$ cat config.mk
export PLATFORM = sky130hd
export DESIGN_NAME = sys_status_word
export DESIGN_NICKNAME = d
export VERILOG_FILES = /design/src/rtl/sstat_pkg.sv /design/src/rtl/sstat_sync.sv /design/src/rtl/sstat_sticky.sv /design/src/rtl/sstat_prescale.sv /design/src/rtl/sys_status_word.sv
export SDC_FILE = /design/constraint.sdc
export NUM_CORES = 1
export LEC_CHECK = 0
export BUFFER_PORTS_ARGS = -buffer_cell sky130_fd_sc_hd__buf_2
export CAP_MARGIN = 5
export CELL_PAD_IN_SITES_DETAIL_PLACEMENT = 1
export CELL_PAD_IN_SITES_GLOBAL_PLACEMENT = 2
export CORE_ASPECT_RATIO = 1.4
export CORE_MARGIN = 2
export CORE_UTILIZATION = 30
export DETAILED_ROUTE_END_ITERATION = 6
export PLACE_DENSITY_LB_ADDON = 0.1
export SYNTH_ARGS = -nofsm -noshare
export SYNTH_HDL_FRONTEND = slang
export SYNTH_SLANG_ARGS = --single-unit
$ cat constraint.sdc
create_clock -name clk -period 1.3 [get_ports clk]
set_input_delay 0.13 -clock clk [delete_from_list [all_inputs] [get_ports clk]]
set_output_delay 0.13 -clock clk [all_outputs]
set_load 0.01 [all_outputs]
$ cat src/rtl/sstat_pkg.sv
package sstat_pkg;
  localparam int unsigned ID_W     = 4;
  localparam int unsigned DIV_W    = 6;
  localparam int unsigned STATUS_W = 32;

  // status word bit positions
  localparam int unsigned B_MEDIA = 0;
  localparam int unsigned B_ADAPT = 1;
  localparam int unsigned B_WAKEL = 2;
  localparam int unsigned B_WAKEF = 3;
  localparam int unsigned B_ID    = 4;
  localparam int unsigned B_CTS   = B_ID + ID_W;
  localparam int unsigned B_DSR   = B_CTS + 1;
  localparam int unsigned B_DCD   = B_CTS + 2;
  localparam int unsigned B_BUSY  = B_CTS + 3;
  localparam int unsigned B_NBAT  = B_CTS + 4;
  localparam int unsigned B_RSTF  = B_CTS + 5;
  localparam int unsigned B_PFF   = B_CTS + 6;
  localparam int unsigned B_COLD  = B_CTS + 7;
  localparam int unsigned B_DIV   = B_COLD + 1;
  localparam int unsigned B_RXE   = B_DIV + DIV_W;
  localparam int unsigned B_TXF   = B_RXE + 1;

  // synchronizer lane indices
  localparam int unsigned S_CTS   = 0;
  localparam int unsigned S_DSR   = 1;
  localparam int unsigned S_DCD   = 2;
  localparam int unsigned S_MEDIA = 3;
  localparam int unsigned S_ADAPT = 4;
  localparam int unsigned S_WAKE  = 5;
  localparam int unsigned S_BAT   = 6;
  localparam int unsigned S_URST  = 7;
  localparam int unsigned S_PF    = 8;
  localparam int unsigned S_LCD   = 9;
  localparam int unsigned SYNC_N  = S_LCD + ID_W;

  localparam logic [SYNC_N-1:0] SYNC_IDLE = SYNC_N'((1 << S_ADAPT) | (1 << S_URST));

  // sticky flag indices
  localparam int unsigned F_WAKE = 0;
  localparam int unsigned F_NBAT = 1;
  localparam int unsigned F_RSTF = 2;
  localparam int unsigned F_PFF  = 3;
  localparam int unsigned F_COLD = 4;
  localparam int unsigned FLAG_N = 5;

  localparam logic [FLAG_N-1:0] FLAG_RST = FLAG_N'(1 << F_COLD);
endpackage

$ cat src/rtl/sstat_sync.sv
module sstat_sync #(
  parameter int unsigned      N       = 1,
  parameter logic [N-1:0]     RST_VAL = '0
) (
  input  logic         clk,
  input  logic         rst_n,
  input  logic [N-1:0] d_i,
  output logic [N-1:0] q_o
);
  for (genvar g = 0; g < N; g++) begin : g_lane
    logic meta_q, stab_q;
    always_ff @(posedge clk or negedge rst_n) begin
      if (!rst_n) begin
        meta_q <= RST_VAL[g];
        stab_q <= RST_VAL[g];
      end else begin
        meta_q <= d_i[g];
        stab_q <= meta_q;
      end
    end
    assign q_o[g] = stab_q;
  end
endmodule

$ cat src/rtl/sstat_sticky.sv
module sstat_sticky #(
  parameter int unsigned      N       = 1,
  parameter logic [N-1:0]     RST_VAL = '0
) (
  input  logic         clk,
  input  logic         rst_n,
  input  logic [N-1:0] set_i,
  input  logic [N-1:0] clr_i,
  output logic [N-1:0] q_o
);
  for (genvar g = 0; g < N; g++) begin : g_flag
    logic flag_q;
    always_ff @(posedge clk or negedge rst_n) begin
      if (!rst_n)         flag_q <= RST_VAL[g];
      else if (set_i[g])  flag_q <= 1'b1;   // set has priority
      else if (clr_i[g])  flag_q <= 1'b0;
    end
    assign q_o[g] = flag_q;
  end
endmodule

$ cat src/rtl/sstat_prescale.sv
module sstat_prescale #(
  parameter int unsigned W = 6
) (
  input  logic         clk,
  input  logic         rst_n,
  input  logic         tick_i,
  output logic [W-1:0] rev_o,
  output logic         inc_o
);
  localparam logic [W-1:0] CNT_MAX = '1;

  logic [W-1:0] cnt_q;

  always_ff @(posedge clk or negedge rst_n) begin
    if (!rst_n) begin
      cnt_q <= '0;
      inc_o <= 1'b0;
    end else begin
      inc_o <= tick_i && (cnt_q == CNT_MAX);
      if (tick_i) cnt_q <= cnt_q + 1'b1;
    end
  end

  for (genvar g = 0; g < W; g++) begin : g_rev
    assign rev_o[W-1-g] = cnt_q[g];
  end
endmodule

$ cat src/rtl/sys_status_word.sv
module sys_status_word
  import sstat_pkg::*;
(
  input  logic                clk,
  input  logic                rst_n,
  input  logic                sys_rst_i,
  input  logic                standby_i,
  input  logic                wr_flagclr_i,
  input  logic                wr_halt_i,
  input  logic                wr_stdby_i,
  input  logic                media_chg_i,
  input  logic                adapter_n_i,
  input  logic                wake_i,
  input  logic                bat_chg_i,
  input  logic                usr_rst_n_i,
  input  logic                pwr_fail_i,
  input  logic [ID_W-1:0]     lcd_data_i,
  input  logic                lcd_en_i,
  input  logic                cts_i,
  input  logic                dsr_i,
  input  logic                dcd_i,
  input  logic                uart_busy_i,
  input  logic                fifo_en_i,
  input  logic                rx_fifo_empty_i,
  input  logic                rx_hold_empty_i,
  input  logic                tx_fifo_full_i,
  input  logic                tx_hold_full_i,
  input  logic                tick64_i,
  output logic [STATUS_W-1:0] status_o,
  output logic                rtc_inc_o
);
  logic [SYNC_N-1:0] pins_raw, pins_s;
  logic              wake_q, bat_q;
  logic              wake_rise, bat_rise;
  logic [FLAG_N-1:0] flag_set, flag_clr, flags;
  logic [ID_W-1:0]   disp_id_q;
  logic [DIV_W-1:0]  div_rev;

  assign pins_raw = {lcd_data_i, pwr_fail_i, usr_rst_n_i, bat_chg_i, wake_i,
                     adapter_n_i, media_chg_i, dcd_i, dsr_i, cts_i};

  sstat_sync #(.N(SYNC_N), .RST_VAL(SYNC_IDLE)) u_sync (
    .clk   (clk),
    .rst_n (rst_n),
    .d_i   (pins_raw),
    .q_o   (pins_s)
  );

  // edge detection on synchronized levels
  always_ff @(posedge clk or negedge rst_n) begin
    if (!rst_n) begin
      wake_q <= 1'b0;
      bat_q  <= 1'b0;
    end else begin
      wake_q <= pins_s[S_WAKE];
      bat_q  <= pins_s[S_BAT];
    end
  end
  assign wake_rise = pins_s[S_WAKE] & ~wake_q;
  assign bat_rise  = pins_s[S_BAT]  & ~bat_q;

  always_comb begin
    flag_set         = '0;
    flag_clr         = '0;
    flag_set[F_WAKE] = wake_rise & standby_i;
    flag_clr[F_WAKE] = wr_halt_i | wr_stdby_i | sys_rst_i;
    flag_set[F_NBAT] = bat_rise;
    flag_clr[F_NBAT] = wr_flagclr_i;
    flag_set[F_RSTF] = ~pins_s[S_URST];
    flag_clr[F_RSTF] = wr_flagclr_i;
    flag_set[F_PFF]  = pins_s[S_PF];
    flag_clr[F_PFF]  = wr_flagclr_i;
    flag_clr[F_COLD] = wr_flagclr_i;
  end

  sstat_sticky #(.N(FLAG_N), .RST_VAL(FLAG_RST)) u_flags (
    .clk   (clk),
    .rst_n (rst_n),
    .set_i (flag_set),
    .clr_i (flag_clr),
    .q_o   (flags)
  );

  // display id: transparent while LCD disabled, frozen while enabled
  always_ff @(posedge clk or negedge rst_n) begin
    if (!rst_n)         disp_id_q <= '0;
    else if (!lcd_en_i) disp_id_q <= pins_s[S_LCD +: ID_W];
  end

  sstat_prescale #(.W(DIV_W)) u_div (
    .clk    (clk),
    .rst_n  (rst_n),
    .tick_i (tick64_i),
    .rev_o  (div_rev),
    .inc_o  (rtc_inc_o)
  );

  always_comb begin
    status_o                  = '0;
    status_o[B_MEDIA]         = pins_s[S_MEDIA];
    status_o[B_ADAPT]         = ~pins_s[S_ADAPT];
    status_o[B_WAKEL]         = pins_s[S_WAKE];
    status_o[B_WAKEF]         = flags[F_WAKE];
    status_o[B_ID +: ID_W]    = disp_id_q;
    status_o[B_CTS]           = pins_s[S_CTS];
    status_o[B_DSR]           = pins_s[S_DSR];
    status_o[B_DCD]           = pins_s[S_DCD];
    status_o[B_BUSY]          = uart_busy_i;
    status_o[B_NBAT]          = flags[F_NBAT];
    status_o[B_RSTF]          = flags[F_RSTF];
    status_o[B_PFF]           = flags[F_PFF];
    status_o[B_COLD]          = flags[F_COLD];
    status_o[B_DIV +: DIV_W]  = div_rev;
    status_o[B_RXE]           = fifo_en_i ? rx_fifo_empty_i : rx_hold_empty_i;
    status_o[B_TXF]           = fifo_en_i ? tx_fifo_full_i  : tx_hold_full_i;
  end
endmodule

=== After elaboration in Yosys (flattened, before gate mapping) ===
Index checks and enable logic that the tools add are counted.

* Input bits: 28
* Register bits after elaboration: 44

* Eq/ne operators: 2
* Add/subtract/negate cells: 1
* Bitwise logic cells: 8
* Reductions and logical operators: 4
* Muxes and demuxes: 8

{| class="wikitable"
|+ Operators with widths
! operator !! count
|-
| $mux W1 || 8
|-
| $add A6 B1 Y6 const B || 1
|-
| $eq A6 B6 Y1 const B || 1
|-
| $reduce_bool A2 Y1 || 3
|-
| $and A1 B1 Y1 || 3
|-
| $not A1 Y1 || 3
|-
| $ne A2 B2 Y1 const B || 1
|-
| $or A1 B1 Y1 || 2
|-
| $logic_and A1 B1 Y1 || 1
|}

=== Longest topological paths before layout ===
Gate-level depths: netlist of run 1.

* Depth in word-level cells: 4
* Mapped depth: 3

=== Modules after synthesis ===
From an unflattened synthesis of run 1, not the netlist that was laid out.

* Cells, all modules: 107
* Area total of the unflattened synthesis: 1574.0 sq um

{| class="wikitable"
|+ By module, submodules not included
! module !! instances !! area an instance (sq um) !! cells each !! seq. area each (sq um)
|-
| sstat_sync || 1 || 753.2 || 39 || 655.6
|-
| sys_status_word || 1 || 317.8 || 27 || 150.1
|-
| sstat_prescale || 1 || 282.8 || 21 || 175.2
|-
| sstat_sticky || 1 || 220.2 || 20 || 126.4
|}

=== Least setup slack after synthesis of run 1 ===
Ideal clock, no wire load.

* Kind: register -> register
* Start: register u_div.cnt_q[1]
* End: register u_div.cnt_q[1]
* Data required time: 1.175 ns
* Setup slack: 0.213 ns
* Clock period less this slack: 1.087 ns
* Stages on the path, launching flop included: 3
* Buffers on the path: 0
* Data arrival time: 0.963 ns
* Cell sequence: dfrtp_1 -> ha_1 -> mux2_2

* Word-level cells in the longest chain between the ends: 1

{| class="wikitable"
|+ Ends and longest elaborated chain
! what !! RTL line !! RTL
|-
| start, declared || sstat_prescale.sv:12 || <nowiki>logic [W-1:0] cnt_q;</nowiki>
|-
| start signal, assigned || sstat_prescale.sv:20 || <nowiki>if (tick_i) cnt_q <= cnt_q + 1'b1;</nowiki>
|-
| $add A6 B1 Y6 || sstat_prescale.sv:20 ||
|}

No other way between the ends.
A chain may end at the register's enable or synchronous reset.

=== Final worst setup path of run 1 ===
Same ends and word-level chain as after synthesis.

==> results by group, run 1 <==
Final layout
  • Final Core Density: 41.1%
  • N_diodes: 0
  • Final layout net count: 186
  • Share of layout cells above drive strength 1: 46.2%
  • Area growth from synthesis to layout: 32.6%

Hold path
  • Worst Hold Depth: 3
  • Hold path start: standby_i
  • Worst hold path type: in -> reg

Setup path
  • Crit path max-delay family: flip-flops
  • Slowest cell on crit path: dfrtp_1
  • Data required time of the worst path: 1.47 ns
  • Max FO, Critical Path: 4
  • CP startpoint: u_div.cnt_q[1]
  • Worst reg2reg path depth: 2
  • Worst flop-to-flop path startpoint: u_div.cnt_q[1]
  • Levels on crit path: 2
  • Crit path DAT: 1.26 ns
  • Setup CP Type: reg -> reg
  • Worst-path cell chain: ha_1 -> mux2_2
  • CP bufs+invs: 0
  • Critical path endpoint category: flop
  • CP startpoint kind: flop
  • Largest stage delay, worst path: 0.42 ns

Synthesis
  • Multiplexer share of the synthesized area: 5.29%
  • Synth Area in XOR/XNOR: 2.94%
  • Synth Area in Adders: 0.840%
  • Yosys reg bits: 44
  • Mapped cell area: 1490 µm²
  • Synth Area in Compound Gates: 1.76%
  • Post-Syn Area per Cell: 15.7 µm²
  • Syn. warnings: 0
  • Combinational family with the most area after synthesis: buffers and inverters
  • Yosys cell types: 20
  • Simple-gate share of the synthesized area: 4.03%
  • Post-Synthesis Cells: 95
  • Sequential share of the synthesized area: 74.3%

Drt
  • Drt first pass iters: 2
  • DR vias: 849
  • Vias per inst: 3.82
  • DRT Wirelength: 2480 µm
  • Drt drc: 0
  • DRC violation total after the first TritonRoute iteration: 19
  • Drt wl/cell: 11.2 µm
  • Antenna-violating nets left: 0

Timing
  • Final setup fails: 0
  • Min Clock Period, post-route: 1.09 ns
  • Max Fclk: 0.920 GHz
  • Final hold vios: 0
  • Clk_skew: 0.00569 ns
  • TNS Setup: 0 ns
  • Tcrit/Tclk final: 83.6%
  • Hold slack: 0.0749 ns
  • RSZ-0062 raised after global routing: no
  • Slew Limit Fails: 0

Floorplan
  • CORE AREA: 4800 µm²
  • Die footprint: 5550 µm²
  • I/O Pins: 61
  • Initial Utilization: 31.0%
  • Die H: 87.4 µm
  • # rows: 30
  • Die width: 63.6 µm

Global routing
  • Vias in the first global route: 917
  • Total gr overflow: 0
  • Global-route wire length before repair: 4210 µm
  • Total track usage: 10.1%
  • Largest net degree at the start of global routing: 19
  • Initial antenna violation count: 0

CTS
  • Clock transition at path regs: 0.08 ns
  • Later-pin clock latency in the skew report: 0.29 ns
  • CTS Buf Count: 5
  • Setup Buffers After CTS: 0
  • CTS tree: done
  • CTS sink count: 44
  • Clock Tree Root: clkbuf_8
  • Longest Clk Path Bufs: 2
  • CTS H-tree depth: 2

Power and ir drop
  • LEAKAGE: 0.000968 µW
  • Comb power frac: 16.8%
  • Worst VDD drop: 0.758 mV
  • Internal power: 2240 µW
  • Power consumption: 3040 µW
  • Switch Pwr: 807 µW
  • Net Sw Frac: 26.5%
  • Power per standard cell area: 1540 nW/µm²
  • Sequential power share: 54.9%
  • Clock network fraction of design power: 28.3%

Status
  • Status: completed

Run
  • Max_cap viols: 0

Placement
  • DPL Wire Length: 1860 µm
  • Routability-driven placement congestion ratio: 0.670
  • IO Port Bufs: 50
## power groups by stage
stage / clock (µW) / sequential, µW / combinational [µW]
final: 860 / 1670 / 513
after CTS: 913 / 1680 / 531
after global routing: 959 / 1690 / 578
after detailed placement: 0 / 1700 / 494
after floorplan: 0 / 1730 / 237
after global placement: 0 / 1690 / 478
## final cells by class
type,instances,area (µm²)
well taps,64,80.1
flip-flops and latches,44,1110
multi-input cells,35,251
clock buffers,7,86.3
fillers,529,2830
clock inverters,1,7.51
inverters,4,15.0
repair buffers,67,428
## per-stage QoR
step	cell area, µm²	cells	setup slack, ns
floorplan	1520	102	0.213
finish	1980	222	0.213
detailed placement	1730	199	0.216
CTS	1980	222	0.195
global route	1980	222	0.168
global placement	1730	199	0.250
## worst paths after layout
kind | endpoint | slack [ns]
max | u_div.cnt_q[1] | 0.21
min | u_flags.g_flag[0].flag_q | 0.07
max reg2reg | u_div.cnt_q[1] | 0.21
min reg2reg | u_sync.g_lane[6].stab_q | 0.35
max in group asynchronous | u_flags.g_flag[4].flag_q | 0.48
min in group asynchronous | disp_id_q[2] | 0.30
## cell families (layout without fill, tap and decap cells)
logic type | after synthesis | in the layout
buffers and inverters | 23 | 79
other | 1 | 8
AOI/OAI and AO/OA | 4 | 4
muxes | 7 | 7
xor gates and xnor gates | 5 | 5
DFF | 44 | 44
adders and majority gates | 1 | 1
and+or+nand+nor | 10 | 10
## worst min-delay path: stages
cell     delay (ns)
buf_2          0.09
nand2_1        0.05
o21ai_1        0.05
## per-layer routing
layer / GRT usage, % / vias to the layer above / routed length (µm)
met5: 0 / - / 0
met4: 5.93 / 0 / 44
met3: 3.62 / 5 / 177
met2: 17.7 / 35 / 1340
met1: 10.2 / 412 / 918
li1: - / 397 / -
## cell usage after synthesis
cell type	count	area share [%]
o21ai_1	1	0.34
o21ai_0	1	0.34
a22o_1	1	0.59
dfstp_2	5	8.8
nor2_2	1	0.42
nor2b_1	1	0.42
inv_1	4	1.0
dfrtp_1	39	65
or4b_1	1	0.67
buf_4	19	9.6
nand4_1	1	0.42
xnor2_1	3	1.8
conb_1	1	0.25
ha_1	1	0.84
mux2_2	7	5.3
nand4_2	1	0.84
a21o_1	1	0.50
nand2_1	4	1.0
xor2_1	2	1.2
nor2_1	1	0.25
## placed cells by master (no fill, tap or decap)
master / n
dfrtp_1: 39
nor2_2: 1
nand2_1: 4
xnor2_1: 3
o21ai_0: 1
o21ai_1: 1
a22o_1: 1
a21o_1: 1
conb_1: 8
buf_4: 1
xor2_1: 2
dlygate4sd3_1: 15
ha_1: 1
nor2b_1: 1
clkbuf_8: 6
nand4_2: 1
nor2_1: 1
inv_1: 4
clkinvlp_4: 1
nand4_1: 1
buf_12: 1
clkbuf_1: 1
or4b_1: 1
mux2_2: 7
dfstp_2: 5
buf_2: 50
## flip-flops by register name, summed over array words and instances, names as in the netlist
name and flops:
wake_q 1, u_sync.g_lane.meta_q 13, u_div.inc_o 1, bat_q 1, u_div.cnt_q 6, u_flags.g_flag.flag_q 5, disp_id_q 4, u_sync.g_lane.stab_q 13
## what timing repair did
item,in CTS,in global routing
hold buffers,15,0
setup endpoints to repair,0,0
gates resized for setup,0,0
hold endpoints to repair,27,0
Note: power is estimated with default switching activity, not from simulation.
==> inputs of run 2 (changes only) <==
Settings changed: ABC_AREA from default to 1, CORE_UTILIZATION 30 to 27.
Clock period 1.3 ns to 0.95 ns, I/O delays scaled along.
==> run 2 against run 1 <==
Net effect:
- the flow now finishes with violations (setup timing)
- critical endpoint is now status_o[20]
- worst setup slack got worse by 0.32 ns
- count of clock-buffer cells in the layout fell by 1
- sequential share of layout area fell by 5.7 points
- largest power group unchanged
- final area rose by 11%
==> results by group, run 2 <==
Status
  • Status: complete, but fails checks
  • Failing checks: setup timing

Global routing
  • Total gr overflow: 0 (unchanged)
  • Largest net degree at the start of global routing: 22 (+3)
  • Initial antenna violation count: 0 (unchanged)
  • Global-route wire length before repair: 4480 µm (+6.4%)
  • Vias in the first global route: 1024 (+12%)
  • Total track usage: 9.73% (-0.33 points)

Final layout
  • Most frequent cells in the layout: buf_2, dfrtp_1, dlygate4sd3_1
  • # fillers: 601 (+14%)
  • Commonest non-fill, non-tap cell in the layout: buf_2
  • Final layout net count: 211 (+13%)
  • Share of layout cells above drive strength 1: 49.2% (+3.0 points)
  • Area growth from synthesis to layout: 43.5%
  • N_diodes: 0 (unchanged)
  • Largest regs: u_sync.g_lane.meta_q x13, u_sync.g_lane.stab_q x13, u_div.cnt_q x6
  • Final Core Density: 40.1% (-1.0 points)
  • Post-Layout Cell Count: 251 (+13%)

Power and ir drop
  • Worst VDD drop: 1.19 mV (+57%)
  • Net Sw Frac: 27.1% (+0.62 points)
  • Power consumption: 5090 µW (+67%)
  • Sequential power share: 44.5% (-10 points)
  • LEAKAGE: 0.00111 µW (+15%)
  • Clock network fraction of design power: 26.9% (-1.4 points)
  • Power per standard cell area: 2310 nW/µm² (+50%)
  • Switch Pwr: 1380 µW (+71%)
  • Comb power frac: 28.6% (+12 points)
  • Internal power: 3710 µW (+66%)

Timing
  • Max Fclk: 0.949 GHz
  • Final hold vios: 0 (unchanged)
  • Worst Slack Setup Final: -0.103 ns (-0.316 ns)
  • Clk_skew: 0.00351 ns (-0.00218 ns)
  • Slew Limit Fails: 0 (unchanged)
  • Tcrit/Tclk final: 111%
  • RSZ-0062 raised after global routing: yes
  • Min Clock Period, post-route: 1.05 ns
  • Final setup fails: 11 (+11)

Setup path
  • Worst flop-to-flop path startpoint: u_div.cnt_q[0]
  • Worst reg2reg path depth: 5 (+3)
  • CP startpoint kind: flop
  • CP startpoint: u_div.cnt_q[1]
  • Internal reg-to-reg setup slack: -0.09 ns (-0.30 ns)
  • Max FO, Critical Path: 3 (-1)
  • Critical R2R Capture: u_div.cnt_q[3]
  • Data required time of the worst path: 0.85 ns (-0.62 ns)
  • Crit path DAT: 0.96 ns (-0.30 ns)
  • CP Capture Point: status_o[20]
  • Critical path endpoint category: output pin
  • Setup CP Type: reg -> out

Synthesis
  • Yosys reg bits: 44 (unchanged)
  • Post-synth EDFFs: 0 (unchanged)
  • Sequential share of the synthesized area: 72.3% (-2.0 points)
  • Syn. warnings: 0 (unchanged)
  • Main synth FF type: dfrtp_1
  • Post-Syn Area per Cell: 13.9 µm² (-11%)
  • Most area-consuming cells after synthesis: dfrtp_1, buf_4, dfstp_2
  • Mapped cell area: 1530 µm² (+2.8%)
  • Yosys cell types: 20 (unchanged)
  • Post-synth ARST share: 100% (unchanged)
  • Commonest cells post-synth: dfrtp_1, buf_4, inv_1
  • Post-Synthesis Cells: 110 (+16%)
  • Top cell type by total area after synthesis: dfrtp_1
  • Yosys top cell area share: 63.7% (-1.8 points)
  • Cell with the most instances after synthesis: dfrtp_1

Hold path
  • Worst hold path type: in -> reg
  • Hold path start: sys_rst_i

Placement
  • IO Port Bufs: 50 (unchanged)
  • DP Cell Count: 221 (+11%)
  • DPL Wire Length: 2020 µm (+8.7%)
  • Routability-driven placement congestion ratio: 0.607 (-9.5%)

CTS
  • CTS H-tree depth: 2 (unchanged)
  • CTS sink count: 44 (unchanged)
  • CTS Buf Count: 5 (unchanged)
  • Clock transition at path regs: 0.08 ns (about the same)
  • CTS tree: done
  • Clock Tree Root: clkbuf_8
  • Later-pin clock latency in the skew report: 0.29 ns (about the same)
  • Longest Clk Path Bufs: 2 (unchanged)

Drt
  • Vias per inst: 3.89 (+1.8%)
  • DRC violation total after the first TritonRoute iteration: 17 (-2)
  • Drt first pass iters: 2 (unchanged)
  • Antenna-violating nets left: 0 (unchanged)
  • Drt wl/cell: 11.4 µm (+2.0%)
  • DR vias: 977 (+15%)
  • DRT Wirelength: 2860 µm (+15%)
  • Drt drc: 0 (unchanged)

Floorplan
  • CORE AREA: 5490 µm² (+14%)
  • # rows: 32 (+6.7%)
  • Die footprint: 6300 µm² (+13%)
  • Die width: 67.7 µm (+6.4%)
  • I/O Pins: 61 (unchanged)
  • Die H: 93.1 µm (+6.5%)
  • Initial Utilization: 27.9% (-3.1 points)

Run
  • Max_cap viols: 0 (unchanged)
run 2: per-layer routing:
layer  GRT usage, %  part of all wire (%)  up-vias
met5              0                     0        -
met2           16.5                    56       27
met4           4.59                   2.3        0
met1           10.6                    36      492
li1               -                     -      453
met3           3.25                   5.3        5
run 2: worst max-delay path, cell delays in order (launching register included):
cell	delay [ns]
dfrtp_1	0.42
buf_6	0.14
buf_6	0.11
run 2: worst min path at each step:
stage               slack [ns]                  endpoint  cells after the start
finish                    0.05  u_flags.g_flag[0].flag_q                      4
global route              0.05  u_flags.g_flag[0].flag_q                      4
CTS                       0.04  u_flags.g_flag[0].flag_q                      4
detailed placement        0.05  u_flags.g_flag[2].flag_q                      1
global placement          0.04  u_flags.g_flag[2].flag_q                      1
floorplan                -0.20                     bat_q                      0
run 2: what timing repair did:
action,in CTS,in global routing
setup buffers,3,4
pin swaps,5,5
endpoints found under the hold margin,24,0
gates resized for setup,13,4
endpoints found under the setup margin,11,18
hold buffers,15,0
run 2: per-stage QoR:
step | hold slack (ns) | setup WS, ns | setup TNS (ns) | area, µm²
CTS | 0.0439 | -0.119 | -0.853 | 2150
global placement | 0.0357 | -0.0467 | -0.0511 | 1810
global route | 0.0493 | -0.169 | -1.47 | 2200
floorplan | -0.201 | -0.131 | -0.242 | 1560
finish | 0.0495 | -0.103 | -0.700 | 2200
detailed placement | 0.0474 | -0.0686 | -0.188 | 1810
run 2: area by class of cell:
type / count / area [µm²] / area share, %
inverter: 13 / 48.8 / 2.22
sequential: 44 / 1110 / 50.4
timing repair buffer: 77 / 549 / 25.0
tap: 68 / 85.1 / 3.87
multi-input combinational: 41 / 300 / 13.7
clock inverter: 2 / 35.0 / 1.59
clock buffer: 6 / 72.6 / 3.30
run 2: cell families (layout without fill, tap and decap cells):
logic type,Yosys count,in the layout,synth area share [%]
compound gates,3,3,1.23
xor+xnor,3,3,1.72
fa+ha+maj,1,1,0.817
buf+inv,32,98,12.5
flops,44,44,72.3
mux,7,7,5.15
other cells,1,8,0.245
simple gates,19,19,6.05
run 2: power by group through the flow:
stage	clock network [µW]	registers [µW]	logic, µW
after global routing	1520	2300	1600
after CTS	1420	2270	1300
after detailed placement	0	2280	937
final	1370	2260	1460
after global placement	0	2270	898
after floorplan	0	2370	411
==> inputs of run 3 (changes only) <==
==> constraint.sdc (replaced) <==
create_clock -name clk -period 0.95 [get_ports clk]
set_input_delay 0.2375 -clock clk [delete_from_list [all_inputs] [get_ports clk]]
set_output_delay 0.2375 -clock clk [all_outputs]
set_load 0.01 [all_outputs]
==> run 3 against run 2 <==
Net effect:
- the run still ends with setup timing left
- maximum frequency is 11% lower
- critical path depth stayed put
- register-to-register slack worse by 0.08 ns
- combinational power is 14% higher
- sequential share of layout area is 1.4 points higher
- non-clock buffer count is 7 lower
==> results by group, run 3 (synthesis results as in run 2) <==
Setup path
  • Largest stage delay, worst path: 0.53 ns (+0.11 ns)
  • CP startpoint kind: flop
  • Crit path DAT: 0.94 ns (-0.02 ns)
  • Slowest cell on crit path: dfstp_2
  • Data required time of the worst path: 0.71 ns (-0.14 ns)
  • Critical R2R Capture: u_div.cnt_q[1]
  • Max FO, Critical Path: 1 (-2)
  • CP startpoint: u_sync.g_lane[4].stab_q
  • Setup CP Type: reg -> out
  • Internal reg-to-reg setup slack: -0.17 ns (-0.08 ns)
  • Worst-path cell chain: inv_2 -> buf_6
  • Critical path endpoint category: output pin
  • Levels on crit path: 2 (unchanged)
  • CP Capture Point: status_o[1]
  • CP bufs+invs: 2 (unchanged)
  • Worst flop-to-flop path startpoint: u_div.cnt_q[1]
  • Worst reg2reg path depth: 4 (-1)
  • Crit path max-delay family: flip-flops

Floorplan
  • I/O Pins: 61 (unchanged)
  • Die H: 93.1 µm (unchanged)
  • Die width: 67.7 µm (unchanged)
  • CORE AREA: 5490 µm² (unchanged)
  • Die footprint: 6300 µm² (unchanged)
  • # rows: 32 (unchanged)
  • Initial Utilization: 27.9% (unchanged)

Drt
  • DRC violation total after the first TritonRoute iteration: 10 (-7)
  • Antenna-violating nets left: 0 (unchanged)
  • Drt wl/cell: 11.7 µm (+2.3%)
  • Drt drc: 0 (unchanged)
  • Drt first pass iters: 4 (+2)
  • DR vias: 928 (-5.0%)
  • Vias per inst: 3.80 (-2.3%)
  • DRT Wirelength: 2850 µm (-0.56%)

Global routing
  • Largest net degree at the start of global routing: 22 (unchanged)
  • Initial antenna violation count: 0 (unchanged)
  • Vias in the first global route: 1038 (+1.4%)
  • Total track usage: 10.2% (+0.43 points)
  • Global-route wire length before repair: 4680 µm (+4.5%)
  • Total gr overflow: 0 (unchanged)

CTS
  • Longest Clk Path Bufs: 2 (unchanged)
  • CTS tree: done
  • Clock Tree Root: clkbuf_8
  • Later-pin clock latency in the skew report: 0.28 ns (about the same)
  • CTS sink count: 44 (unchanged)
  • CTS Buf Count: 5 (unchanged)
  • CTS H-tree depth: 2 (unchanged)
  • Clock transition at path regs: 0.07 ns (about the same)

Power and ir drop
  • Internal power: 3640 µW (-1.8%)
  • Switch Pwr: 1400 µW (+1.4%)
  • Net Sw Frac: 27.8% (+0.65 points)
  • Clock network fraction of design power: 22.8% (-4.1 points)
  • Power per standard cell area: 2350 nW/µm² (+1.7%)
  • Worst VDD drop: 1.14 mV (-4.8%)
  • LEAKAGE: 0.00110 µW (-1.0%)
  • Sequential power share: 44.2% (-0.3 points)
  • Comb power frac: 33.0% (+4.4 points)

Placement
  • Routability-driven placement congestion ratio: 0.609 (+0.33%)
  • DPL Wire Length: 2020 µm (-0.42%)
  • IO Port Bufs: 50 (unchanged)
  • DP Area: 1810 µm² (+0.42%)
  • DP Cell Count: 222 (+0.45%)

Timing
  • Final setup fails: 31 (+20)
  • Max Fclk: 0.846 GHz (-11%)
  • Slew Limit Fails: 0 (unchanged)
  • Min Clock Period, post-route: 1.18 ns (+0.128 ns)
  • Final hold vios: 0 (unchanged)
  • Clk_skew: 0.00422 ns (+0.000711 ns)
  • Tcrit/Tclk final: 124% (+13 points)
  • Worst Slack Setup Final: -0.232 ns (-0.128 ns)
  • Hold slack: 0.0480 ns (-0.00147 ns)
  • RSZ-0062 raised after global routing: yes

Status
  • Failing checks: setup timing
  • Status: complete, but fails checks

Final layout
  • Final layout net count: 204 (-3.3%)
  • Commonest non-fill, non-tap cell in the layout: buf_2
  • Post-Layout Cell Count: 244 (-2.8%)
  • Area growth from synthesis to layout: 39.8%
  • Most frequent cells in the layout: buf_2, dfrtp_1, buf_6
  • Post-route cell area: 2140 µm² (-2.6%)
  • Largest regs: u_sync.g_lane.meta_q x13, u_sync.g_lane.stab_q x13, u_div.cnt_q x6
  • Share of layout cells above drive strength 1: 54.5% (+5.4 points)
  • N_diodes: 0 (unchanged)
  • Final Core Density: 39.0% (-1.0 points)

Run
  • Max_cap viols: 0 (unchanged)

Hold path
  • Worst hold path type: in -> reg
[run 3: changes by cell type in the layout (fill, tap and decap cells not counted), sizes merged]
cell | previous run | this run
dlygate4sd3 | 15 | 1
buf | 62 | 69
clkbuf | 6 | 8
bufinv | 1 | 0
clkinv | 1 | 0
[run 3: power groups by stage]
stage / Clock (µW) / Combinational, µW / Sequential (µW)
after floorplan: 0 / 411 / 2370
after global placement: 0 / 876 / 2290
after detailed placement: 0 / 912 / 2300
after CTS: 1220 / 1510 / 2230
after global routing: 1310 / 1840 / 2260
final: 1150 / 1660 / 2230
[run 3: cell type report]
class	instances	area [µm²]
tap	68	85.1
multi-input combinational	41	313
timing repair buffer	70	497
fill	607	3340
sequential	44	1110
clock buffer	8	90.1
inverter	13	48.8
[run 3: how the worst min path moves through the flow]
stage	start	endpoint	slack, ns	cells after the start
floorplan	rst_n	bat_q	-0.06	0
global placement	rst_n	u_sync.g_lane[1].stab_q	0.15	1
detailed placement	rst_n	u_sync.g_lane[1].stab_q	0.16	1
CTS	usr_rst_n_i	u_sync.g_lane[7].meta_q	0.03	1
global route	usr_rst_n_i	u_sync.g_lane[7].meta_q	0.02	1
finish	adapter_n_i	u_sync.g_lane[4].meta_q	0.05	1
[run 3: through the flow]
stage                     total power [µW]  setup TNS [ns]  worst slack (ns)
after floorplan                       2780          -0.242            -0.131
after global placement                3160          -0.177           -0.0672
after detailed placement              3210          -0.309           -0.0914
after CTS                             4960           -3.47            -0.260
after global routing                  5400           -4.67            -0.275
final                                 5040           -3.21            -0.232
[run 3: what timing repair did]
| action | in CTS | in global routing |
|---|---|---|
| gates resized for setup | 23 | 5 |
| buffers inserted | 8 | 5 |
| pin swaps | 5 | 2 |
| hold buffers | 1 | 0 |
| endpoints found under the hold margin | 8 | 0 |
| setup endpoints to repair | 28 | 31 |
[run 3: metal layers]
layer	share of wire (%)	up-vias	GRT usage (%)	wire length [µm]
li1	-	438	-	-
met1	39	458	10.9	1100
met2	53	27	17.0	1520
met3	5.9	5	3.49	168
met4	2.2	0	5.61	64
met5	0	-	0	0
[run 3: worst register-to-register path, cell delays in order (launching register included)]
cell,delay [ns]
dfrtp_1,0.40
buf_6,0.13
buf_6,0.11
buf_6,0.10
mux2_4,0.26
